**src/rtl/ext_irq_sense.sv**
```systemverilog
module ext_irq_sense #(
  parameter int NUM_PINS = 8,
  parameter int ADDR_W = 8,
  parameter int DATA_W = 32,
  parameter logic [ADDR_W-1:0] STAT_OFS = 'h10,
  parameter logic [ADDR_W-1:0] SENSE_OFS = 'h14,
  parameter int NMI_BIT = 16
) (
  input  logic                clk,
  input  logic                rst_n,
  input  logic [NUM_PINS-1:0] pin_in,
  input  logic                nmi_in,
  input  logic                reg_wr,
  input  logic [ADDR_W-1:0]   reg_addr,
  input  logic [DATA_W-1:0]   reg_wdata,
  output logic [DATA_W-1:0]   reg_rdata,
  output logic [NUM_PINS-1:0] irq_req,
  output logic                nmi_req
);
  localparam int SENSE_W = 2 * NUM_PINS;
  localparam int SYNC_W = NUM_PINS + 1;

  logic [SYNC_W-1:0]   s1, s2, s3;
  logic [SENSE_W-1:0]  sense;
  logic [NUM_PINS-1:0] stat, evt;
  logic                nmi_st, nmi_evt;
  logic                wr_stat, wr_sense;
  logic [DATA_W-1:0]   stat_word;
  logic                wdata_unused;

  assign wr_stat  = reg_wr && (reg_addr == STAT_OFS);
  assign wr_sense = reg_wr && (reg_addr == SENSE_OFS);
  assign wdata_unused = ^reg_wdata;

  always_ff @(posedge clk or negedge rst_n) begin
    if (!rst_n) begin
      s1 <= '1;
      s2 <= '1;
      s3 <= '1;
    end else begin
      s1 <= {nmi_in, pin_in};
      s2 <= s1;
      s3 <= s2;
    end
  end

  genvar g;
  generate
    for (g = 0; g < NUM_PINS; g++) begin : g_pin
      always_comb begin
        unique case (sense[2*g +: 2])
          2'd0: evt[g] = ~s2[g];
          2'd1: evt[g] = ~s2[g] & s3[g];
          2'd2: evt[g] = s2[g] & ~s3[g];
          default: evt[g] = s2[g] ^ s3[g];
        endcase
      end

      a_r7_sticky: assert property (@(posedge clk) disable iff (!rst_n)
        (stat[g] && !(wr_stat && !reg_wdata[g])) |=> stat[g]);
      a_r8_event_wins: assert property (@(posedge clk) disable iff (!rst_n)
        evt[g] |=> stat[g]);
    end
  endgenerate

  assign nmi_evt = s2[NUM_PINS] & ~s3[NUM_PINS];

  always_ff @(posedge clk or negedge rst_n) begin
    if (!rst_n) begin
      sense  <= '0;
      stat   <= '0;
      nmi_st <= 1'b0;
    end else begin
      if (wr_sense) sense <= reg_wdata[SENSE_W-1:0];
      stat   <= (wr_stat ? (stat & reg_wdata[NUM_PINS-1:0]) : stat) | evt;
      nmi_st <= (wr_stat ? (nmi_st & reg_wdata[NMI_BIT]) : nmi_st) | nmi_evt;
    end
  end

  always_comb begin
    stat_word = '0;
    stat_word[NUM_PINS-1:0] = stat;
    stat_word[NMI_BIT] = nmi_st;
  end

  assign reg_rdata = (reg_addr == STAT_OFS)  ? stat_word :
                     (reg_addr == SENSE_OFS) ? DATA_W'(sense) : '0;
  assign irq_req = stat;
  assign nmi_req = nmi_st;

  a_r1_reset_clear: assert property (@(posedge clk)
    $rose(rst_n) |-> (stat == '0 && sense == '0 && !nmi_st));
  a_r2_sense_write: assert property (@(posedge clk) disable iff (!rst_n)
    wr_sense |=> sense == $past(reg_wdata[SENSE_W-1:0]));
  a_r10_nmi_sticky: assert property (@(posedge clk) disable iff (!rst_n)
    (nmi_st && !(wr_stat && !reg_wdata[NMI_BIT])) |=> nmi_st);
  a_r12_no_stray_write: assert property (@(posedge clk) disable iff (!rst_n)
    (!wr_sense) |=> $stable(sense));
endmodule

```
**config.mk**
```make
export PLATFORM = sky130hd
export DESIGN_NAME = ext_irq_sense
export DESIGN_NICKNAME = d
export VERILOG_FILES = /design/src/rtl/ext_irq_sense.sv
export SDC_FILE = /design/constraint.sdc
export NUM_CORES = 1
export LEC_CHECK = 0
export BUFFER_PORTS_ARGS = -buffer_cell sky130_fd_sc_hd__buf_4
export CAP_MARGIN = 5
export CORE_MARGIN = 5
export CORE_UTILIZATION = 55
export CTS_BUF_LIST = sky130_fd_sc_hd__clkbuf_4
export CTS_CLUSTER_DIAMETER = 30
export CTS_CLUSTER_SIZE = 24
export DETAILED_ROUTE_END_ITERATION = 6
export GPL_ROUTABILITY_DRIVEN = 0
export PLACE_DENSITY = 0.85
export SLEW_MARGIN = 20
export SYNTH_ARGS = -nofsm -noshare
export SYNTH_HDL_FRONTEND = slang
export SYNTH_SLANG_ARGS = --single-unit
```
**constraint.sdc**
```tcl
create_clock -name clk -period 3.7 [get_ports clk]
set_input_delay 0.37 -clock clk [delete_from_list [all_inputs] [get_ports clk]]
set_output_delay 0.37 -clock clk [all_outputs]
set_load 0.01 [all_outputs]
```
==> flow_metrics.tcl, run 1 <==
set metrics [dict create \
    setup.reg_to_reg.worst_slack_ns 2.12 \
    power.density_cell_area_mw_per_mm2 338.0 \
    hold_viol_final 0 \
    globalRouteTotalUtil 0.1638 \
    cpMostUsedCell "buf_4" \
    core_area_mm2 0.004629 \
    tritoncts_num_sinks 52 \
    mappedNetlistArea_mm2 0.002577 \
    critical_path_arrival_ns 1.78 \
    synthCells 207 \
    ios 93 \
    ys.warnings.count 0 \
    holdBufCountCts 0 \
    vdd_ir_drop_max_mv 0.2564 \
    post_cts_resize_count 0 \
    timing.setup.tns_ns 0 \
    slew-limit-headroom 0.5807 \
    wirelength_um 4686 \
    htreeDepth 2 \
    synthArstFlopShare 1.000 \
    cpMaxStageDelayCell "or4b_4" \
    dieHeight_um 78.46 \
    cp_top_family "simple AND/OR/NAND/NOR gates" \
    cts_buffers 5 \
    final.fill_count 363 \
    crit_path_max_incr_delay_ns 0.56 \
    wl_per_cell_um 14.37 \
    setup_viol 0 \
    place_hpwl_um 3440 \
    flow.area_growth_from_synthesis_pct 20.10 \
    drt-initial-drc-count 56 \
    ctsRootBufferMaster "clkbuf_4" \
    vias 1634 \
    finalCriticalPeriod_ns 2.155 \
    setup.worst_path.end_class "output pin" \
    place_area_mm2 0.003015 \
    starting_density_of_the_core 0.5568 \
    cp_data_required_time_ns 3.33 \
    reported_max_cap_violation_count 0 \
    hold_path_class "primary input to asynchronous set/reset pin" \
    worst_margin_pin_slew_ns 0.6290 \
    antenna-diode-count 0 \
    grt_pass1_wl_um 7879 \
    status "complete, no violations" \
    number_of_nets_in_the_finished_design 339 \
    finalClockSkew_ns 0.01481 \
    worst_setup_margin_ns 1.545 \
    fin_hold_ws_ns 0.01534 \
    die_width_um 78.46 \
    drive_above_1_share 0.4596 \
    design_area_mm2 0.003095 \
    detail-route-antenna-nets 0 \
    fp-row-count 25 \
    syn_avg_cell_area_um2 12.45 \
    synth-main-ff-cell "dfstp_2" \
    power.static_leakage_nw 1.672 \
    via_per_inst 5.012 \
    insertion_delay_ns 0.36 \
    drv_slew 0 \
    numPlacedInstances 318 \
    number_of_antenna_violations_at_the_first_check_in_global_routing 0 \
    setup.worst_path.start_class "primary input" \
    via_count_of_the_first_global_routing_pass 1730 \
    tritoncts "done" \
    synth_seq_area_share 0.5180 \
    post-cts-setup-buffer-count 0 \
    stdcell_count 326 \
    multi_input_comb_area_um2 978.4 \
    io_buffer_count 62 \
    pre_cts_ws_ns 1.496 \
    final_worst_path_period_share 0.5824 \
    grt_overflow 0 \
    dieArea_mm2 0.006155 \
    clkSlewWorstSetupHoldPaths_ns 0.14 \
    finish.utilization 0.6686 \
    synth-edff-count 0 \
    setup_repair_after_global_routing_missed_its_margin "false" \
    critical_path_buf_inv_count 2 \
    critical_path_peak_fanout 8 \
    fmaxAchievable_mhz 464.1 \
    detail_route.drc_violations 0 \
    fin_total_pwr_mw 1.046 \
    yosysUniqueCellTypes 27 \
    cp_class "primary input to output pin" \
    firstDrtPassIters 4 \
    synth_seq_cells 52 \
    largest_net_degree_at_the_start_of_global_routing 53 \
    ff_latch_area_mm2 0.001335 \
    cp_cell_sequence "buf_4, or4b_4, nor2_1, and3_1, buf_4" \
    clock_tree.buffer_depth 2 \
]
metal layers:
| layer | track usage | routed length [µm] | vias up |
|---|---|---|---|
| li1 | - | - | 775 |
| met1 | 0.1849 | 1892 | 803 |
| met2 | 0.3048 | 2483 | 46 |
| met3 | 0.02982 | 228 | 10 |
| met4 | 0.06294 | 82 | 0 |
| met5 | 0 | 0 | - |
logic make-up after synthesis:
| family | after synthesis | synth area share |
|---|---|---|
| adders and majority gates | 16 | 0.07767 |
| AOI/OAI and AO/OA | 10 | 0.02524 |
| other | 1 | 0.001455 |
| muxes | 32 | 0.1854 |
| buffers and inverters | 63 | 0.1228 |
| and+or+nand+nor | 33 | 0.06942 |
| DFF | 52 | 0.5180 |
cells in the final DEF (no fill, tap or decap), types with 2 or more instances in the layout:
master and n:
o21ai_0 3, conb_1 15, clkbuf_4 6, mux2_2 6
and3_1 8, dfrtp_1 25, mux4_2 8, mux2_4 10
dfstp_2 27, nor3_1 2, nor4_1 2, nand2_1 6
buf_4 63, o211ai_1 6, mux2i_1 8, ha_1 16
inv_1 43, nor2_1 9
cell usage after synthesis (2+ instances only):
| cell type | number | area share |
|---|---|---|
| nor2_1 | 9 | 0.013 |
| mux2i_1 | 8 | 0.031 |
| mux4_2 | 8 | 0.070 |
| o21ai_0 | 3 | 0.0058 |
| mux2_2 | 6 | 0.026 |
| clkbuf_1 | 3 | 0.0044 |
| nor4_1 | 2 | 0.0049 |
| ha_1 | 16 | 0.078 |
| o211ai_1 | 6 | 0.017 |
| inv_1 | 43 | 0.063 |
| buf_4 | 15 | 0.044 |
| mux2_4 | 10 | 0.058 |
| and3_1 | 8 | 0.019 |
| dfstp_2 | 27 | 0.28 |
| dfrtp_1 | 25 | 0.24 |
| nor3_1 | 2 | 0.0039 |
| nand2_1 | 6 | 0.0087 |
flip-flops by register name, indices dropped and copies added, names as in the netlist:
signal and count:
irq_req 8, nmi_req 1, s1 9, s2 9
s3 9, sense 16
cell type report:
class                      instances  share of cell area
sequential                        52              0.4313
inverter                          43             0.05214
multi-input combinational        106              0.3161
clock inverter                     2             0.01132
clock buffer                       6             0.01455
tap                               54             0.02183
timing repair buffer              63              0.1528
power by group:
part	internal, mW	switching [mW]
clock network	0.149	0.168
logic	0.0601	0.0476
registers	0.604	0.0175
final timing paths:
kind	from	cells past startpoint	endpoint
setup / recovery	reg_addr[5]	5	reg_rdata[12]
hold / removal	rst_n	1	irq_req[6]
setup reg to reg	s2[4]	4	irq_req[4]
hold reg to reg	s1[3]	0	s2[3]
max in group asynchronous	rst_n	1	sense[9]
min in group clk	pin_in[2]	1	s1[2]
Power figures use the tool's default switching activity.
==> inputs of run 2 (changes only) <==
CORE_UTILIZATION = 46   (was 55)
PLACE_DENSITY = 0.76   (was 0.85)
clock period = 1.8 ns   (was 3.7 ns; I/O delays follow)
==> run 2 against run 1 <==
Net effect:
- clock power grew 110%
- clock skew grew 0.00071 ns
- sequential share of layout area shrank 2.8 points
- first-iteration DRC count shrank 45%
- largest power group unchanged
- highest routed layer unchanged
==> flow_metrics.tcl, run 2 (synthesized netlist as in run 1, its figures left out) <==
set metrics [dict create \
    detail-route-antenna-nets 0 \
    insertion_delay_ns 0.36 \
    fmaxAchievable_mhz 576.9 \
    place_area_mm2 0.003090 \
    reported_max_cap_violation_count 0 \
    final_worst_path_period_share 0.9630 \
    io_buffer_count 62 \
    finalClockSkew_ns 0.01552 \
    wl_per_cell_um 14.14 \
    r2r_cells 4 \
    setup_repair_after_global_routing_missed_its_margin "false" \
    detail_route.drc_violations 0 \
    via_count_of_the_first_global_routing_pass 1810 \
    flow.area_growth_from_synthesis_pct 28.40 \
    largest_reg_flops 16 \
    cp_data_required_time_ns 1.62 \
    setup.reg_to_reg.worst_slack_ns 0.23 \
    drt-initial-drc-count 31 \
    cts_buffers 5 \
    vdd_ir_drop_max_mv 0.4072 \
    globalRouteTotalUtil 0.1508 \
    drv_slew 0 \
    firstDrtPassIters 4 \
    drive_above_1_share 0.4658 \
    pre_cts_ws_ns -0.1695 \
    cp_top_family "simple AND/OR/NAND/NOR gates" \
    ff_latch_area_mm2 0.001335 \
    mostFrequentLayoutCell "buf_4" \
    dieArea_mm2 0.007200 \
    largest_net_degree_at_the_start_of_global_routing 53 \
    finalCriticalPeriod_ns 1.733 \
    clock_tree.buffer_depth 2 \
    dieHeight_um 84.86 \
    cpMaxStageDelayCell "or4b_4" \
    grt_overflow 0 \
    critical_path_peak_fanout 6 \
    hold-path-endpoint "sense[15]" \
    ios 93 \
    final.fill_count 472 \
    slew-limit-headroom 0.5737 \
    multi_input_comb_area_um2 997.2 \
    timing.setup.tns_ns 0 \
    starting_density_of_the_core 0.4710 \
    critical_path_buf_inv_count 3 \
    critical_path_arrival_ns 1.55 \
    design_area_mm2 0.003309 \
    mostFrequentLayoutCells "buf_4 (70), inv_1 (43), dfstp_2 (27), dfrtp_1 (25), ha_1 (16)" \
    wirelength_um 5147 \
    registers.top_by_ff_count "sense" \
    die_width_um 84.86 \
    setup_viol 0 \
    number_of_antenna_violations_at_the_first_check_in_global_routing 0 \
    reg2reg_to "irq_req[4]" \
    cpMostUsedCell "buf_4" \
    crit_path_max_incr_delay_ns 0.53 \
    core_area_mm2 0.005473 \
    vias 1700 \
    cp_class "primary input to output pin" \
    hold_viol_final 0 \
    fp-row-count 27 \
    via_per_inst 4.670 \
    htreeDepth 2 \
    fin_hold_ws_ns 0.03327 \
    antenna-diode-count 0 \
    worst_setup_margin_ns 0.06653 \
    worst_margin_pin_slew_ns 0.6395 \
    ctsRootBufferMaster "clkbuf_4" \
    number_of_nets_in_the_finished_design 359 \
    tritoncts "done" \
    grt_pass1_wl_um 8562 \
    holdPathStages 2 \
    cp_cell_sequence "buf_4, or4b_4, buf_4, or2_2, nor2_1, buf_4" \
    power.density_cell_area_mw_per_mm2 660.9 \
    status "complete, no violations" \
    tritoncts_num_sinks 52 \
    crit-reg2reg-launch "s2[4]" \
    clkSlewWorstSetupHoldPaths_ns 0.14 \
    power.static_leakage_nw 1.760 \
    hold_path_class "primary input to register" \
    setup.worst_path.end_class "output pin" \
    place_hpwl_um 3684 \
    timing.hold.worst.start "reg_wdata[15]" \
    finish.utilization 0.6047 \
    setup.worst_path.start_class "primary input" \
]
[run 2: cell count changes in the layout (fill, tap and decap cells not counted)]
cell / previous run / this run
dlygate4sd3_1: 0 / 12
buf_4: 63 / 70
nor2_1: 9 / 7
nor2_2: 0 / 2
nor3_1: 2 / 1
nor3_2: 0 / 1
or2_4: 0 / 1
[run 2: worst max path at each step]
stage,start,endpoint,cells past startpoint
2_1_floorplan,reg_addr[5],sense[0],5
3_3_place_gp,reg_addr[5],sense[0],4
3_5_place_dp,reg_addr[5],sense[14],4
4_1_cts,reg_addr[5],reg_rdata[6],6
5_1_grt,reg_addr[5],reg_rdata[12],7
6_report,reg_addr[5],reg_rdata[0],6
[run 2: stage by stage]
stage | total power [mW] | cells
floorplan | 1.429 | 221
global placement | 1.513 | 343
detailed placement | 1.526 | 343
CTS | 2.212 | 361
global route | 2.306 | 364
finish | 2.187 | 364
[run 2: final cells by class]
cell class	instances	area share
Clock inverter	2	0.01059
Multi-Input combinational cell	107	0.3013
Inverter	43	0.04877
Clock buffer	6	0.01361
Timing Repair Buffer	82	0.1951
Tap cell	72	0.02722
Sequential cell	52	0.4034
[run 2: routing by layer]
layer	vias to the layer above	global-route usage	wire length, µm
li1	812	-	-
met1	823	0.1838	2183
met2	57	0.2527	2537
met3	8	0.04951	350
met4	0	0.05036	75
met5	-	0	0
[run 2: where the power goes]
part | switching, mW | internal, mW | leakage (nW)
clock network | 0.354 | 0.307 | 0.0456
registers | 0.0355 | 1.24 | 0.583
logic | 0.105 | 0.144 | 1.13
total | 0.494 | 1.69 | 1.76
[run 2: timing repair]
| item | in CTS | in global routing |
|---|---|---|
| buffers inserted | 0 | 0 |
| pin swaps | 0 | 1 |
| resized for setup | 2 | 2 |
| hold buffers | 10 | 2 |
| endpoints found under the setup margin | 9 | 10 |
| cloned | 0 | 1 |
| hold endpoints to repair | 34 | 2 |
